$ cat src/rtl/rtc_pkg.sv
package rtc_pkg;
    localparam int IDX_W      = 4;
    localparam int BYTE_W     = 8;
    localparam int IDX_A      = 10;
    localparam int IDX_B      = 11;
    localparam int IDX_C      = 12;
    localparam int IDX_D      = 13;
    localparam int IDX_MAX    = IDX_D;
    localparam int CAL_BYTES  = IDX_A;

    localparam int UIP_BIT    = 7;
    localparam int PIE_BIT    = 6;
    localparam int SQWE_BIT   = 3;
    localparam logic [7:0] A_RESET     = 8'h26;
    localparam logic [7:0] B_RESET     = 8'h46;
    localparam logic [7:0] B_FREE_MASK = 8'h48;
    localparam logic [7:0] B_FIXED     = 8'h06;

    typedef enum logic [1:0] {
        TM_OFF    = 2'd0,
        TM_ARMED  = 2'd1,
        TM_EXPIRE = 2'd2
    } tick_state_t;

    typedef enum logic [1:0] {
        RK_CAL = 2'd0,
        RK_A   = 2'd1,
        RK_B   = 2'd2,
        RK_CD  = 2'd3
    } reg_kind_t;

    function automatic reg_kind_t decode_kind(input logic [IDX_W-1:0] idx);
        if (int'(idx) < IDX_A)       return RK_CAL;
        else if (int'(idx) == IDX_A) return RK_A;
        else if (int'(idx) == IDX_B) return RK_B;
        else                         return RK_CD;
    endfunction

    function automatic logic [7:0] to_bcd2(input int value);
        int v;
        v = value % 100;
        return {4'(v / 10), 4'(v % 10)};
    endfunction

    function automatic logic [7:0] cal_preset(input int pos, input int sec, input int mins,
                                               input int hour, input int wday0, input int mday,
                                               input int mon0, input int year, input bit ybcd);
        case (pos)
            0:       return 8'(sec);
            2:       return 8'(mins);
            4:       return 8'(hour);
            6:       return 8'(wday0 + 1);
            7:       return 8'(mday);
            8:       return 8'(mon0 + 1);
            9:       return ybcd ? to_bcd2(year) : 8'(year);
            default: return 8'h00;
        endcase
    endfunction
endpackage

$ cat src/rtl/rtc_calendar_bank.sv
module rtc_calendar_bank
    import rtc_pkg::*;
#(
    parameter int PRESET_SEC   = 0,
    parameter int PRESET_MIN   = 0,
    parameter int PRESET_HOUR  = 0,
    parameter int PRESET_WDAY0 = 0,
    parameter int PRESET_MDAY  = 1,
    parameter int PRESET_MON0  = 0,
    parameter int PRESET_YEAR  = 100,
    parameter bit YEAR_BCD     = 1'b1
) (
    input  logic              clk,
    input  logic              rst_n,
    input  logic              wr_en,
    input  logic [IDX_W-1:0]  idx,
    input  logic [BYTE_W-1:0] wdata,
    output logic [BYTE_W-1:0] rd_byte
);
    logic [BYTE_W-1:0] bytes_q [CAL_BYTES];

    for (genvar g = 0; g < CAL_BYTES; g++) begin : g_byte
        localparam logic [BYTE_W-1:0] PRESET = cal_preset(g, PRESET_SEC, PRESET_MIN,
            PRESET_HOUR, PRESET_WDAY0, PRESET_MDAY, PRESET_MON0, PRESET_YEAR, YEAR_BCD);
        always_ff @(posedge clk or negedge rst_n) begin
            if (!rst_n)
                bytes_q[g] <= PRESET;
            else if (wr_en && (int'(idx) == g))
                bytes_q[g] <= wdata;
        end
    end

    always_comb begin
        rd_byte = '0;
        for (int i = 0; i < CAL_BYTES; i++)
            if (int'(idx) == i) rd_byte = bytes_q[i];
    end

    // a write lands in the addressed byte
    p_cal_store_r2: assert property (@(posedge clk) disable iff (!rst_n)
        wr_en |=> rd_byte == $past(wdata) || $past(idx) != idx);
endmodule

$ cat src/rtl/rtc_status_regs.sv
module rtc_status_regs
    import rtc_pkg::*;
(
    input  logic              clk,
    input  logic              rst_n,
    input  logic              a_we,
    input  logic              b_we,
    input  logic              a_re,
    input  logic [BYTE_W-1:0] wdata,
    output logic [BYTE_W-1:0] reg_a,
    output logic [BYTE_W-1:0] reg_b,
    output logic              bad_a,
    output logic              bad_b
);
    assign bad_a = (wdata != A_RESET);
    assign bad_b = ((wdata & ~B_FREE_MASK) != B_FIXED);

    always_ff @(posedge clk or negedge rst_n) begin
        if (!rst_n) begin
            reg_a <= A_RESET;
        end else if (a_we && !bad_a) begin
            reg_a <= wdata;
        end else if (a_re) begin
            reg_a[UIP_BIT] <= ~reg_a[UIP_BIT];
        end
    end

    always_ff @(posedge clk or negedge rst_n) begin
        if (!rst_n)
            reg_b <= B_RESET;
        else if (b_we && !bad_b)
            reg_b <= wdata;
    end

    // every read of A inverts the update-in-progress flag
    p_uip_flip_r4: assert property (@(posedge clk) disable iff (!rst_n)
        (a_re && !a_we) |=> reg_a[UIP_BIT] != $past(reg_a[UIP_BIT]));
    // binary and 24-hour modes never leave register B
    p_b_modes_r5: assert property (@(posedge clk) disable iff (!rst_n)
        (reg_b & ~B_FREE_MASK) == B_FIXED);
    // a refused write keeps B
    p_b_refused_r5: assert property (@(posedge clk) disable iff (!rst_n)
        (b_we && bad_b) |=> $stable(reg_b));
    // the divider and rate field stays fixed
    p_a_fixed_r9: assert property (@(posedge clk) disable iff (!rst_n)
        reg_a[6:0] == A_RESET[6:0]);
endmodule

$ cat src/rtl/rtc_tick_fsm.sv
module rtc_tick_fsm
    import rtc_pkg::*;
#(
    parameter int TICK_CYCLES = 1000
) (
    input  logic clk,
    input  logic rst_n,
    input  logic enable_nx,
    output logic irq
);
    localparam int CNT_W = (TICK_CYCLES > 2) ? $clog2(TICK_CYCLES) : 1;
    localparam logic [CNT_W-1:0] CNT_LAST = CNT_W'(TICK_CYCLES - 1);

    tick_state_t state_q, state_d;
    logic [CNT_W-1:0] cnt_q, cnt_d;

    always_comb begin
        state_d = state_q;
        cnt_d   = cnt_q;
        unique case (state_q)
            TM_OFF: begin
                if (enable_nx) begin
                    state_d = TM_ARMED;
                    cnt_d   = '0;
                end
            end
            TM_ARMED: begin
                if (!enable_nx) begin
                    state_d = TM_OFF;
                    cnt_d   = '0;
                end else if (cnt_q == CNT_LAST) begin
                    state_d = TM_EXPIRE;
                    cnt_d   = '0;
                end else begin
                    cnt_d = cnt_q + 1'b1;
                end
            end
            TM_EXPIRE: begin
                if (!enable_nx) begin
                    state_d = TM_OFF;
                    cnt_d   = '0;
                end else begin
                    state_d = TM_ARMED;
                    cnt_d   = CNT_W'(1);
                end
            end
            default: begin
                state_d = TM_OFF;
                cnt_d   = '0;
            end
        endcase
    end

    always_ff @(posedge clk or negedge rst_n) begin
        if (!rst_n) begin
            state_q <= TM_ARMED;
            cnt_q   <= '0;
        end else begin
            state_q <= state_d;
            cnt_q   <= cnt_d;
        end
    end

    always_comb begin
        irq = (state_q == TM_EXPIRE);
    end

    // the interrupt is a single-cycle pulse
    p_irq_single_r6: assert property (@(posedge clk) disable iff (!rst_n)
        irq |=> !irq);
    // the interval counter stays inside its window
    p_cnt_bound_r6: assert property (@(posedge clk) disable iff (!rst_n)
        int'(cnt_q) < TICK_CYCLES);
    // a cleared enable silences the next cycle
    p_off_quiet_r7: assert property (@(posedge clk) disable iff (!rst_n)
        !enable_nx |=> !irq);
endmodule

$ cat src/rtl/rtc_cmos_regfile.sv
module rtc_cmos_regfile
    import rtc_pkg::*;
#(
    parameter int TICK_CYCLES  = 1000,
    parameter int PRESET_SEC   = 0,
    parameter int PRESET_MIN   = 0,
    parameter int PRESET_HOUR  = 0,
    parameter int PRESET_WDAY0 = 0,
    parameter int PRESET_MDAY  = 1,
    parameter int PRESET_MON0  = 0,
    parameter int PRESET_YEAR  = 100,
    parameter bit YEAR_BCD     = 1'b1
) (
    input  logic       clk,
    input  logic       rst_n,
    input  logic       idx_we,
    input  logic       dat_we,
    input  logic       dat_re,
    input  logic [7:0] wdata,
    output logic [7:0] rdata,
    output logic       err,
    output logic       irq
);
    logic [IDX_W-1:0] idx_q;
    reg_kind_t        kind;
    logic [7:0]       cal_byte, reg_a, reg_b;
    logic             bad_a, bad_b, bad_idx, refuse, enable_nx;

    assign kind    = decode_kind(idx_q);
    assign bad_idx = (int'(wdata) > IDX_MAX);

    always_ff @(posedge clk or negedge rst_n) begin
        if (!rst_n)
            idx_q <= '0;
        else if (idx_we && !bad_idx)
            idx_q <= wdata[IDX_W-1:0];
    end

    rtc_calendar_bank #(
        .PRESET_SEC(PRESET_SEC), .PRESET_MIN(PRESET_MIN), .PRESET_HOUR(PRESET_HOUR),
        .PRESET_WDAY0(PRESET_WDAY0), .PRESET_MDAY(PRESET_MDAY), .PRESET_MON0(PRESET_MON0),
        .PRESET_YEAR(PRESET_YEAR), .YEAR_BCD(YEAR_BCD)
    ) u_cal (
        .clk(clk), .rst_n(rst_n),
        .wr_en(dat_we && kind == RK_CAL),
        .idx(idx_q), .wdata(wdata), .rd_byte(cal_byte)
    );

    rtc_status_regs u_stat (
        .clk(clk), .rst_n(rst_n),
        .a_we(dat_we && kind == RK_A),
        .b_we(dat_we && kind == RK_B),
        .a_re(dat_re && kind == RK_A),
        .wdata(wdata), .reg_a(reg_a), .reg_b(reg_b),
        .bad_a(bad_a), .bad_b(bad_b)
    );

    always_comb begin
        enable_nx = reg_b[PIE_BIT];
        if (dat_we && kind == RK_B && !bad_b)
            enable_nx = wdata[PIE_BIT];
    end

    rtc_tick_fsm #(.TICK_CYCLES(TICK_CYCLES)) u_tick (
        .clk(clk), .rst_n(rst_n), .enable_nx(enable_nx), .irq(irq)
    );

    always_comb begin
        refuse = idx_we && bad_idx;
        if (dat_we) begin
            unique case (kind)
                RK_CAL:  refuse = 1'b0;
                RK_A:    refuse = bad_a;
                RK_B:    refuse = bad_b;
                RK_CD:   refuse = 1'b1;
                default: refuse = 1'b1;
            endcase
        end
    end

    always_ff @(posedge clk or negedge rst_n) begin
        if (!rst_n) begin
            rdata <= '0;
            err   <= 1'b0;
        end else begin
            err <= refuse;
            if (dat_re) begin
                unique case (kind)
                    RK_CAL:  rdata <= cal_byte;
                    RK_A:    rdata <= reg_a ^ (8'h1 << UIP_BIT);
                    RK_B:    rdata <= reg_b;
                    RK_CD:   rdata <= 8'h00;
                    default: rdata <= 8'h00;
                endcase
            end
        end
    end

    // input assumption: one strobe per cycle
    p_one_strobe_r1: assert property (@(posedge clk) disable iff (!rst_n)
        $onehot0({idx_we, dat_we, dat_re}));
    // the index stays in range
    p_idx_range_r1: assert property (@(posedge clk) disable iff (!rst_n)
        int'(idx_q) <= IDX_MAX);
    // out-of-range index is refused and kept
    p_bad_idx_r1: assert property (@(posedge clk) disable iff (!rst_n)
        (idx_we && int'(wdata) > IDX_MAX) |=> ($stable(idx_q) && err));
    // C and D read zero
    p_cd_zero_r8: assert property (@(posedge clk) disable iff (!rst_n)
        (dat_re && int'(idx_q) >= IDX_C) |=> rdata == 8'h00);
    // writes to C and D are flagged
    p_cd_write_r8: assert property (@(posedge clk) disable iff (!rst_n)
        (dat_we && int'(idx_q) >= IDX_C) |=> err);
    // rdata only moves after a read strobe
    p_rdata_hold_r2: assert property (@(posedge clk) disable iff (!rst_n)
        !dat_re |=> $stable(rdata));
endmodule

$ cat config.mk
export PLATFORM = sky130hd
export DESIGN_NAME = rtc_cmos_regfile
export DESIGN_NICKNAME = d
export VERILOG_FILES = /design/src/rtl/rtc_pkg.sv /design/src/rtl/rtc_calendar_bank.sv /design/src/rtl/rtc_status_regs.sv /design/src/rtl/rtc_tick_fsm.sv /design/src/rtl/rtc_cmos_regfile.sv
export SDC_FILE = /design/constraint.sdc
export NUM_CORES = 1
export LEC_CHECK = 0
export BUFFER_PORTS_ARGS = -buffer_cell sky130_fd_sc_hd__buf_4
export CAP_MARGIN = 20
export CORE_ASPECT_RATIO = 1.75
export CORE_MARGIN = 2
export CORE_UTILIZATION = 35
export DETAILED_ROUTE_END_ITERATION = 8
export PLACE_DENSITY = 0.59
export SYNTH_ARGS = -nofsm -noshare
export SYNTH_HDL_FRONTEND = slang
export SYNTH_SLANG_ARGS = --single-unit
$ cat constraint.sdc
create_clock -name clk -period 5.5 [get_ports clk]
set_input_delay 0.825 -clock clk [delete_from_list [all_inputs] [get_ports clk]]
set_output_delay 0.825 -clock clk [all_outputs]
set_load 0.05 [all_outputs]
==> parameters.txt, run 1 <==
Parameter                              Value

Outcome
  Status ... completed

Worst setup path
  Critical path fanouts, max ... 24
  Startpoint Class ... flop
  Critical path required time ... 5.83 ns
  Worst path arrival time ... 3.14 ns
  Kind of end point of the critical path ... flop
  Crit Path Class ... flop to flop

Synthesis
  Number of synthesized flops with an enable pin ... 0
  Syn Nets ... 491
  Synthesized instance count ... 473
  Dominant register cell in the synthesized netlist ... sky130_fd_sc_hd__dfrtp_1
  Part of the Yosys area used for sequential elements ... 0.523
  Distinct cell type count after synthesis ... 67
  Register bit count reported by yosys ... 121
  Proportion of synthesized flip-flops having asynchronous set or reset ... 1.00
  Total standard cell area after synthesis ... 5820 sq um
  Warnings, synthesis ... 0
  Average cell area after synthesis ... 12.3 sq um

Power and ir drop
  Switching share of total power ... 0.310
  Max VDD drop ... 0.000221 V
  Power per standard cell area ... 503 nW/um^2
  Leakage dissipation ... 2.90 nW
  Internal power consumption ... 2.33 mW
  Proportion of power drawn by flip-flops and latches ... 0.418
  Combinational share of power ... 0.272
  Share of total power in the clock network ... 0.310
  Net Sw Power ... 1.04 mW

STA
  Final Hold Fails ... 0
  Worst clock skew ... 0.0106 ns
  Highest attainable clock frequency ... 356 MHz
  Post-route worst hold slack ... 0.493 ns
  RSZ-0062 raised after global routing ... false
  Headroom to the max-slew limit ... 0.349
  Final-report max-slew violation count ... 0
  Post-route clock period utilization ... 0.511
  Fin Setup TNS ... 0 ns
  Period minus WS final ... 2.81 ns
  Total of endpoints with negative setup slack in the final report ... 0
  Slew @ Worst Pin ... 0.971 ns

Cells and area
  Filler Cells Inserted ... 1542
  Layout cells sized above 1 ... 0.333
  Final antenna diode count ... 0
  Final #Nets ... 507
  Synth-to-layout area growth ... 15.2%
  Commonest cells after routing, fill and taps aside ... sky130_fd_sc_hd__dfrtp_1, sky130_fd_sc_hd__mux2_2, sky130_fd_sc_hd__nand2_1
  Most frequent standard cell in the layout excluding fill and tap cells ... sky130_fd_sc_hd__dfrtp_1

Route
  Number of search-and-repair iterations in the first detailed-routing pass ... 6
  Total detailed-routing wirelength ... 15.0 mm
  Remaining antenna violation count after routing ... 0
  Vias post-DR ... 3982
  DRC marker count from the first detailed-route iteration ... 265
  Vias per std cell ... 5.48
  Remaining routing DRC violations ... 0
  Routed wire per std cell ... 20.6 um

Global routing
  Combined global-route utilization of all metal layers ... 0.181
  Remaining global-route overflow ... 0
  Largest net degree at the start of global routing ... 69
  Wire length of the first global-routing pass ... 23.8 mm
  Number of antenna violations at the first check in global routing ... 0
  Vias in the first global route ... 4215

CTS
  Number of clock buffers inserted by TritonCTS ... 17
  Count of H-tree levels built during CTS ... 4
  CTS tree ... done
  Insertion delay of the later-clocked pin in the worst-skew pair ... 0.41 ns
  CTS clock-pin slew for the worst setup and hold paths ... 0.05 ns
  Post-CTS Setup Inserts ... 0
  Maximum count of clock buffers along a single path ... 2
  Resized Gates After CTS ... 0
  Clock Sink Count ... 121
  Hold buffer count at cts ... 0
  Clock root buffer ... sky130_fd_sc_hd__clkbuf_16

Place
  Final RePlAce weighted congestion ... 0.879
  Port Buffer Count ... 22
  HPWL after detailed placement ... 10.3 mm

Die
  Boundary Pins ... 23
  Initial Util ... 0.355
  Core Region ... 16400 sq um
  DIE AREA ... 17700 sq um
  Vertical die dimension ... 175 um
  Width of the die ... 101 um
  Cell Rows ... 62

Hold path
  Kind of path behind the tightest hold check ... flop to flop

Flow run
  Max capacitance violation total ... 0
-- final cells by class --
cell class	count	area (sq um)	share of cell area
clock buffers	28	477	0.0711
clock inverters	4	70.1	0.0105
inverters	10	37.5	0.00560
multi-input cells	313	2600	0.388
flip-flops and latches	121	3040	0.454
well taps	224	280	0.0418
repair buffers	26	195	0.0291
-- worst paths after layout --
path | cells past startpoint | to | from | slack, ns
setup / recovery | 6 | u_tick.state_q[0]$_DFFE_PN1P_ | idx_q[3]$_DFFE_PN0P_ | 2.69
hold / removal | 1 | u_stat.reg_b[0]$_DFFE_PN0P_ | u_stat.reg_b[0]$_DFFE_PN0P_ | 0.49
setup reg to reg | 6 | u_tick.state_q[0]$_DFFE_PN1P_ | idx_q[3]$_DFFE_PN0P_ | 2.69
hold reg to reg | 1 | u_stat.reg_b[0]$_DFFE_PN0P_ | u_stat.reg_b[0]$_DFFE_PN0P_ | 0.49
max in group asynchronous | 2 | idx_q[0]$_DFFE_PN0P_ | rst_n | 3.70
min in group asynchronous | 1 | u_stat.reg_a[7]$_DFFE_PN0P_ | rst_n | 0.54
-- flip-flops by register name, indices dropped and copies added, names as in the netlist --
| name | count |
|---|---|
| rdata | 8 |
| idx_q | 4 |
| u_cal.bytes_q | 80 |
| u_stat.reg_a | 8 |
| u_stat.reg_b | 8 |
| u_tick.cnt_q | 10 |
| u_tick.state_q | 2 |
| err | 1 |
-- synthesized netlist by cell type (all sizes together) (4+ instances only) --
master / n / area [sq um]
mux2: 87 / 980
mux4: 8 / 180
a21oi: 19 / 95.1
clkbuf: 14 / 52.6
dfrtp: 111 / 2780
o32a: 4 / 40.0
nand2: 30 / 113
inv: 9 / 33.8
nor3: 11 / 75.1
dfstp: 10 / 263
mux2i: 8 / 92.6
ha: 5 / 62.6
nor2: 20 / 93.8
nand3: 12 / 60.1
nor4: 4 / 31.3
a211oi: 8 / 60.1
and2: 5 / 31.3
nor2b: 4 / 25.0
a211o: 4 / 35.0
nand2b: 4 / 25.0
o21bai: 4 / 30.0
buf: 15 / 85.1
a22oi: 5 / 37.5
o21ai: 13 / 65.1
or2: 5 / 31.3
a21o: 6 / 45.0
-- per-stage QoR --
step                      total power [mW]  worst slack (ns)   util  instance area, sq um  std cells
after detailed placement              2.34              2.67  0.376                  6160        694
after CTS                             3.38              2.69  0.410                  6700        726
after floorplan                       2.04              3.30      -                  5820        473
after global routing                  3.54              2.53  0.410                  6700        726
final                                 3.37              2.69  0.410                  6700        726
after global placement                2.30              2.76  0.376                  6160        694
-- cells by family after synthesis --
logic type                 share of synthesized area
DFF                                            0.523
and+or+nand+nor                                0.108
muxes                                          0.215
AOI/OAI and AO/OA                              0.110
buffers and inverters                         0.0301
adders and majority gates                     0.0108
xor gates and xnor gates                     0.00301
-- critical path, stage by stage, from the launching register on --
cell and delay [ns]:
sky130_fd_sc_hd__dfrtp_1 0.91, sky130_fd_sc_hd__and4b_1 0.56, sky130_fd_sc_hd__nand4_4 0.23, sky130_fd_sc_hd__mux2i_4 0.51
sky130_fd_sc_hd__inv_2 0.18, sky130_fd_sc_hd__nor2_8 0.19, sky130_fd_sc_hd__o2bb2ai_1 0.14
-- routing by layer --
layer / wire length [um] / up-vias / GRT usage
li1: - / 1790 / -
met1: 5660 / 2070 / 0.201
met2: 8070 / 88 / 0.315
met3: 450 / 34 / 0.0382
met4: 772 / 0 / 0.0985
met5: 0 / - / 0
-- power by group through the flow --
| stage | clock, mW | combinational, mW | sequential, mW |
|---|---|---|---|
| floorplan | 0 | 0.622 | 1.42 |
| global placement | 0 | 0.901 | 1.40 |
| detailed placement | 0 | 0.920 | 1.42 |
| CTS | 1.06 | 0.921 | 1.41 |
| global route | 1.11 | 0.984 | 1.45 |
| finish | 1.05 | 0.916 | 1.41 |
Note: power is estimated with default switching activity, not from simulation.
==> inputs of run 2 (changes only) <==
Settings changed: PLACE_DENSITY 0.59 to 0.61.
Clock period 5.5 ns to 2.33 ns, I/O delays scaled along.
==> run 2 against run 1 <==
The flow now finishes with violations (hold timing); maximum frequency grew 23%; combinational power rose to 2.5 times the previous value; via count rose by 3.0%; register-to-register slack got worse by 2.6 ns; non-clock buffer count is 27 higher; global-route usage grew 0.063 points; flip-flop and latch count unchanged; setup slack got worse by 2.6 ns; critical endpoint is now rdata[2]$_DFFE_PN0P_.
==> parameters.txt, run 2 (synthesis gave the netlist of run 1 again) <==
Parameter                              Value

Route
  DRC marker count from the first detailed-route iteration ... 245 (was 265)
  Remaining routing DRC violations ... 0 (unchanged)
  Remaining antenna violation count after routing ... 0 (unchanged)
  Total detailed-routing wirelength ... 14.8 mm (was 15.0 mm)
  Number of search-and-repair iterations in the first detailed-routing pass ... 6 (unchanged)
  Vias per std cell ... 5.45 (was 5.48)
  Routed wire per std cell ... 19.6 um (was 20.6 um)
  Vias post-DR ... 4102 (was 3982)

Global routing
  Number of antenna violations at the first check in global routing ... 0 (unchanged)
  Most congested layer reported by global routing ... met2 (unchanged)
  Wire length of the first global-routing pass ... 24.2 mm (was 23.8 mm)
  Grt met2 use ... 0.318 (was 0.315)
  Largest net degree at the start of global routing ... 122 (was 69)
  Met3 track demand over resource ... 0.0334 (was 0.0382)
  Remaining global-route overflow ... 0 (unchanged)
  Combined global-route utilization of all metal layers ... 0.181 (about the same)
  Vias in the first global route ... 4314 (was 4215)
  GR met1 Demand/Resource ... 0.205 (was 0.201)

Worst setup path
  Startpoint Class ... flop (unchanged)
  Cells traversed along the worst timing path ... buf_4, nor2_1, a21oi_1, o311a_1, a211oi_1, buf_4, o32a_1 (was and4b_1, nand4_4, mux2i_4, inv_2, nor2_8, o2bb2ai_1)
  Kind of end point of the critical path ... flop (unchanged)
  Critical path fanouts, max ... 9 (was 24)
  Startpoint of the worst setup timing path ... idx_q[2]$_DFFE_PN0P_ (was idx_q[3]$_DFFE_PN0P_)
  Path depth of the worst reg2reg path ... 7 (was 6)
  Max stage delay on crit path ... 0.48 ns (was 0.91 ns)
  Register-to-register setup slack ... 0.05 ns (was 2.69 ns)
  Worst path arrival time ... 2.64 ns (was 3.14 ns)
  Crit Path Class ... flop to flop (unchanged)
  Launching point of the worst reg2reg path ... idx_q[2]$_DFFE_PN0P_ (was idx_q[3]$_DFFE_PN0P_)
  Slowest cell on crit path ... sky130_fd_sc_hd__a211oi_1 (was sky130_fd_sc_hd__dfrtp_1)
  Library cell appearing most often on the critical path ... sky130_fd_sc_hd__buf_4
  Worst reg2reg endpoint ... rdata[2]$_DFFE_PN0P_ (was u_tick.state_q[0]$_DFFE_PN1P_)
  Critical path required time ... 2.68 ns (was 5.83 ns)
  End point of the critical path ... rdata[2]$_DFFE_PN0P_ (was u_tick.state_q[0]$_DFFE_PN1P_)

Outcome
  Status ... finished with violations (was completed)
  Violated checks ... hold timing

Cells and area
  Commonest cells after routing, fill and taps aside ... sky130_fd_sc_hd__dfrtp_1, sky130_fd_sc_hd__mux2_2, sky130_fd_sc_hd__buf_4 (was sky130_fd_sc_hd__dfrtp_1, sky130_fd_sc_hd__mux2_2, sky130_fd_sc_hd__nand2_1)
  Final antenna diode count ... 0 (unchanged)
  Layout cells sized above 1 ... 0.384 (was 0.333)
  Filler Cells Inserted ... 1516 (was 1542)
  Filler-free cell count of the finished design ... 753 (was 726)
  Synth-to-layout area growth ... 20.3% (was 15.2%)
  Top flop regs ... u_cal.bytes_q (80), u_tick.cnt_q (10) (unchanged)
  Largest register FFs ... 80 (unchanged)
  Most frequent standard cell in the layout excluding fill and tap cells ... sky130_fd_sc_hd__dfrtp_1 (unchanged)
  Final #Nets ... 534 (was 507)
  Most flops, register ... u_cal.bytes_q (unchanged)

Flow run
  Max capacitance violation total ... 0 (unchanged)

Power and ir drop
  Share of total power in the clock network ... 0.322 (was 0.310)
  Combinational share of power ... 0.280 (was 0.272)
  Net Sw Power ... 2.60 mW (was 1.04 mW)
  Leakage dissipation ... 3.07 nW (was 2.90 nW)
  Switching share of total power ... 0.314 (was 0.310)
  Internal power consumption ... 5.68 mW (was 2.33 mW)
  Proportion of power drawn by flip-flops and latches ... 0.399 (was 0.418)
  Power per standard cell area ... 1180 nW/um^2 (was 503 nW/um^2)
  Max VDD drop ... 0.000505 V (was 0.000221 V)

STA
  Worst clock skew ... 0.00806 ns (was 0.0106 ns)
  Period minus WS final ... 2.28 ns (was 2.81 ns)
  Post-route worst hold slack ... -0.0200 ns (was 0.493 ns)
  RSZ-0062 raised after global routing ... false (unchanged)
  Headroom to the max-slew limit ... 0.527 (was 0.349)
  Post-route clock period utilization ... 0.979 (was 0.511)
  Highest attainable clock frequency ... 438 MHz (was 356 MHz)
  Final-report max-slew violation count ... 0 (unchanged)
  Fin Setup TNS ... 0 ns (unchanged)
  Total of endpoints with negative setup slack in the final report ... 0 (unchanged)
  Final Hold Fails ... 4 (was 0)
  Slew @ Worst Pin ... 0.710 ns (was 0.971 ns)

Place
  Final RePlAce weighted congestion ... 0.880 (was 0.879)
  Port Buffer Count ... 22 (unchanged)
  Inst Count DP ... 721 (was 694)
  HPWL after detailed placement ... 10.5 mm (was 10.3 mm)

Die
  Boundary Pins ... 23 (unchanged)
  Core Region ... 16400 sq um (unchanged)
  Vertical die dimension ... 175 um (unchanged)
  Initial Util ... 0.355 (unchanged)
  DIE AREA ... 17700 sq um (unchanged)
  Cell Rows ... 62 (unchanged)
  Width of the die ... 101 um (unchanged)

CTS
  CTS tree ... done (unchanged)
  CTS clock-pin slew for the worst setup and hold paths ... 0.06 ns (was 0.05 ns)
  Resized Gates After CTS ... 0 (unchanged)
  Maximum count of clock buffers along a single path ... 2 (unchanged)
  Post-CTS Setup Inserts ... 0 (unchanged)
  Number of clock buffers inserted by TritonCTS ... 17 (unchanged)
  Insertion delay of the later-clocked pin in the worst-skew pair ... 0.41 ns (about the same)
  Count of H-tree levels built during CTS ... 4 (unchanged)
  Clock Sink Count ... 121 (unchanged)
  Clock root buffer ... sky130_fd_sc_hd__clkbuf_16 (unchanged)
  Hold buffer count at cts ... 0 (unchanged)

Hold path
  Kind of path behind the tightest hold check ... primary input to asynchronous set/reset pin (was flop to flop)
## run 2: cell types whose count changed in the layout (fill, tap and decap cells not counted), sizes merged
cell	before	now
buf	26	53
bufinv	2	3
clkbuf	28	18
clkinv	3	6
clkinvlp	0	4
inv	9	11
## run 2: worst min-delay path by stage
stage | to | from | slack, ns | cells past startpoint
final | rdata[1]$_DFFE_PN0P_ | rst_n | -0.02 | 2
after global routing | u_cal.bytes_q[18]$_DFFE_PN0P_ | rst_n | 0.08 | 2
after CTS | u_tick.cnt_q[0]$_DFFE_PN0P_ | rst_n | 0.07 | 2
after detailed placement | u_stat.reg_b[4]$_DFFE_PN0P_ | u_stat.reg_b[4]$_DFFE_PN0P_ | 0.47 | 1
after global placement | u_stat.reg_b[7]$_DFFE_PN0P_ | u_stat.reg_b[7]$_DFFE_PN0P_ | 0.47 | 1
after floorplan | err$_DFF_PN0_ | rst_n | 0.05 | 0
## run 2: layer usage
metal	wire [um]	part of all wire
met1	5630	0.38
met2	8110	0.55
met3	426	0.029
met4	591	0.040
met5	0	0
## run 2: power groups by stage
stage	clock [mW]	sequential [mW]	combinational (mW)
after floorplan	0	3.35	1.47
after global placement	0	3.30	2.28
after detailed placement	0	3.32	2.32
after CTS	2.71	3.29	2.33
after global routing	2.81	3.39	2.47
final	2.66	3.30	2.31
## run 2: critical path: cells and delay by family, from the launching register on
kind            cells  cell delay (ns)
compound gates      4             1.06
flops               1             0.47
buf+inv             2             0.41
simple gates        1             0.30
## run 2: final cells by class
class                   count  area, sq um  share of cell area
clock buffers              18          429              0.0613
clock inverters            14          174              0.0248
inverters                  10         37.5             0.00536
multi-input cells         313         2600               0.372
flip-flops and latches    121         3040               0.434
well taps                 224          280              0.0400
repair buffers             53          435              0.0622
## run 2: metrics by stage
stage          hold WS (ns)   util  instance area (sq um)  worst slack, ns  total power [mW]
2_1_floorplan        0.0539      -                   5820            0.519              4.81
6_report            -0.0200  0.428                   7000           0.0483              8.28
5_1_grt              0.0839  0.428                   7000           0.0134              8.68
4_1_cts              0.0740  0.428                   7000           0.0762              8.33
3_5_place_dp          0.471  0.391                   6400           0.0851              5.64
3_3_place_gp          0.474  0.391                   6400           0.0581              5.57
==> inputs of run 3 (changes only) <==
Settings changed: CTS_BUF_LIST set to sky130_fd_sc_hd__clkbuf_8, PLACE_DENSITY 0.61 to 0.59, TNS_END_PERCENT set to 10.
==> run 3 against run 2 <==
The run still ends with hold timing left; utilization is 1.5 points lower; first-iteration DRC count is 5.3% higher; sequential power hardly changed; cell area is 3.4% lower; register-to-register slack better by 0.21 ns; combinational power is 3% higher; hold slack better by 0.013 ns; critical path type unchanged; largest power group unchanged.
==> parameters.txt, run 3 (synthesis gave the netlist of run 1 again) <==
Parameter                              Value

Outcome
  Status ... finished with violations (unchanged)
  Violated checks ... hold timing (unchanged)

STA
  RSZ-0062 raised after global routing ... false (unchanged)
  Fin Setup TNS ... 0 ns (unchanged)
  Headroom to the max-slew limit ... 0.546 (was 0.527)
  Final-report max-slew violation count ... 0 (unchanged)
  Worst clock skew ... 0.0171 ns (was 0.00806 ns)
  Worst setup margin ... 0.260 ns (was 0.0483 ns)
  Final Hold Fails ... 5 (was 4)
  Highest attainable clock frequency ... 483 MHz (was 438 MHz)
  Period minus WS final ... 2.07 ns (was 2.28 ns)
  Post-route clock period utilization ... 0.888 (was 0.979)
  Total of endpoints with negative setup slack in the final report ... 0 (unchanged)
  Post-route worst hold slack ... -0.00711 ns (was -0.0200 ns)
  Slew @ Worst Pin ... 0.681 ns (was 0.710 ns)

Route
  Top routing layer in use ... met4 (unchanged)
  Vias post-DR ... 4070 (was 4102)
  Routed met1 length ... 5.60 mm (was 5.63 mm)
  Remaining routing DRC violations ... 0 (unchanged)
  Total detailed-routing wirelength ... 15.7 mm (was 14.8 mm)
  Number of search-and-repair iterations in the first detailed-routing pass ... 5 (was 6)
  Routed length on met3 ... 565 um (was 426 um)
  Vias per std cell ... 5.37 (was 5.45)
  Remaining antenna violation count after routing ... 0 (unchanged)
  DRC marker count from the first detailed-route iteration ... 258 (was 245)
  Routed length on met2 ... 8.65 mm (was 8.11 mm)
  Routed wire per std cell ... 20.7 um (was 19.6 um)

Cells and area
  Commonest cells after routing, fill and taps aside ... sky130_fd_sc_hd__dfrtp_1, sky130_fd_sc_hd__mux2_2, sky130_fd_sc_hd__buf_4 (unchanged)
  Layout cells sized above 1 ... 0.390 (was 0.384)
  Filler Cells Inserted ... 1578 (was 1516)
  Most frequent standard cell in the layout excluding fill and tap cells ... sky130_fd_sc_hd__dfrtp_1 (unchanged)
  Synth-to-layout area growth ... 16.2% (was 20.3%)
  Filler-free cell count of the finished design ... 758 (was 753)
  Largest register FFs ... 80 (unchanged)
  Top flop regs ... u_cal.bytes_q (80), u_tick.cnt_q (10) (unchanged)
  Final #Nets ... 539 (was 534)
  Most flops, register ... u_cal.bytes_q (unchanged)
  Final antenna diode count ... 0 (unchanged)

CTS
  Hold buffer count at cts ... 0 (unchanged)
  Post-CTS Setup Inserts ... 0 (unchanged)
  Insertion delay of the later-clocked pin in the worst-skew pair ... 0.45 ns (was 0.41 ns)
  CTS tree ... done (unchanged)
  CTS clock-pin slew for the worst setup and hold paths ... 0.08 ns (was 0.06 ns)
  Maximum count of clock buffers along a single path ... 2 (unchanged)
  Clock Sink Count ... 121 (unchanged)
  Clock root buffer ... sky130_fd_sc_hd__clkbuf_8 (was sky130_fd_sc_hd__clkbuf_16)
  Resized Gates After CTS ... 0 (unchanged)
  Count of H-tree levels built during CTS ... 4 (unchanged)
  Number of clock buffers inserted by TritonCTS ... 17 (unchanged)

Hold path
  Kind of path behind the tightest hold check ... primary input to asynchronous set/reset pin (unchanged)

Place
  Final RePlAce weighted congestion ... 0.869 (was 0.880)
  Inst Count DP ... 726 (was 721)
  HPWL after detailed placement ... 11.2 mm (was 10.5 mm)
  Port Buffer Count ... 22 (unchanged)
  Placement-stage worst setup slack ... 0.278 ns (was 0.0851 ns)

Worst setup path
  Path depth of the worst reg2reg path ... 7 (unchanged)
  Kind of end point of the critical path ... flop (unchanged)
  Startpoint of the worst setup timing path ... idx_q[2]$_DFFE_PN0P_ (unchanged)
  Worst reg2reg endpoint ... rdata[2]$_DFFE_PN0P_ (unchanged)
  Register-to-register setup slack ... 0.26 ns (was 0.05 ns)
  Crit Path Class ... flop to flop (unchanged)
  Critical path required time ... 2.71 ns (was 2.68 ns)
  Launching point of the worst reg2reg path ... idx_q[2]$_DFFE_PN0P_ (unchanged)
  Critical path fanouts, max ... 11 (was 9)
  Worst path arrival time ... 2.45 ns (was 2.64 ns)
  End point of the critical path ... rdata[2]$_DFFE_PN0P_ (unchanged)
  Startpoint Class ... flop (unchanged)

Global routing
  Remaining global-route overflow ... 0 (unchanged)
  Largest net degree at the start of global routing ... 122 (unchanged)
  Wire length of the first global-routing pass ... 24.5 mm (was 24.2 mm)
  Vias in the first global route ... 4353 (was 4314)
  Combined global-route utilization of all metal layers ... 0.189 (was 0.181)
  Number of antenna violations at the first check in global routing ... 0 (unchanged)

Die
  Width of the die ... 101 um (unchanged)
  DIE AREA ... 17700 sq um (unchanged)
  Cell Rows ... 62 (unchanged)
  Initial Util ... 0.355 (unchanged)
  Boundary Pins ... 23 (unchanged)
  Vertical die dimension ... 175 um (unchanged)
  Core Region ... 16400 sq um (unchanged)

Flow run
  Max capacitance violation total ... 0 (unchanged)

Power and ir drop
  Power per standard cell area ... 1080 nW/um^2 (was 1180 nW/um^2)
  Leakage dissipation ... 2.97 nW (was 3.07 nW)
  Max VDD drop ... 0.000372 V (was 0.000505 V)
## run 3: changes by cell type in the layout (fill, tap and decap cells not counted), sizes merged
cell    change
clkbuf      -1
bufinv      -3
clkinv      +3
buf         +5
inv         +1
## run 3: worst min-delay path by stage
stage | cells after the start | end | startpoint | slack, ns
after CTS | 2 | u_stat.reg_a[4]$_DFFE_PN0P_ | rst_n | 0.008
after detailed placement | 1 | u_stat.reg_b[4]$_DFFE_PN0P_ | u_stat.reg_b[4]$_DFFE_PN0P_ | 0.47
after global routing | 2 | u_stat.reg_b[5]$_DFFE_PN0P_ | rst_n | 0.04
final | 2 | u_stat.reg_b[5]$_DFFE_PN0P_ | rst_n | -0.007
after floorplan | 0 | err$_DFF_PN0_ | rst_n | 0.05
after global placement | 1 | u_stat.reg_b[4]$_DFFE_PN0P_ | u_stat.reg_b[4]$_DFFE_PN0P_ | 0.46
## run 3: power by group
part           internal (mW)  total, mW  leakage [nW]  switching [mW]
logic                   1.16       2.38          1.30            1.21
clock network          0.731       1.63         0.169           0.903
registers               2.85       3.29          1.50           0.444
total                   4.74       7.31          2.97            2.56
## run 3: final cells by class
| type | instances | area [sq um] | area share |
|---|---|---|---|
| sequential | 121 | 3040 | 0.450 |
| multi-input combinational | 313 | 2600 | 0.385 |
| timing repair buffer | 58 | 460 | 0.0681 |
| tap | 224 | 280 | 0.0414 |
| clock buffer | 17 | 234 | 0.0346 |
| clock inverter | 15 | 106 | 0.0157 |
| inverter | 10 | 37.5 | 0.00555 |
## run 3: routing by layer
metal / GRT usage / vias up
met5: 0 / -
met4: 0.122 / 0
met3: 0.0394 / 37
met2: 0.338 / 120
met1: 0.193 / 2065
li1: - / 1848
## run 3: critical path: stages, from the launching register on
cell and delay [ns]:
sky130_fd_sc_hd__dfrtp_1 0.59, sky130_fd_sc_hd__buf_4 0.24, sky130_fd_sc_hd__nor3b_1 0.33, sky130_fd_sc_hd__o21ai_0 0.15, sky130_fd_sc_hd__o311a_1 0.18, sky130_fd_sc_hd__a211oi_1 0.23, sky130_fd_sc_hd__buf_4 0.14, sky130_fd_sc_hd__o32a_1 0.15
## run 3: stage by stage
stage | util | instance area (sq um) | power, mW | hold slack [ns]
2_1_floorplan | - | 5820 | 4.81 | 0.0539
3_3_place_gp | 0.392 | 6420 | 5.61 | 0.465
3_5_place_dp | 0.392 | 6420 | 5.71 | 0.472
4_1_cts | 0.413 | 6760 | 7.35 | 0.00761
5_1_grt | 0.413 | 6760 | 7.67 | 0.0364
6_report | 0.413 | 6760 | 7.31 | -0.00711
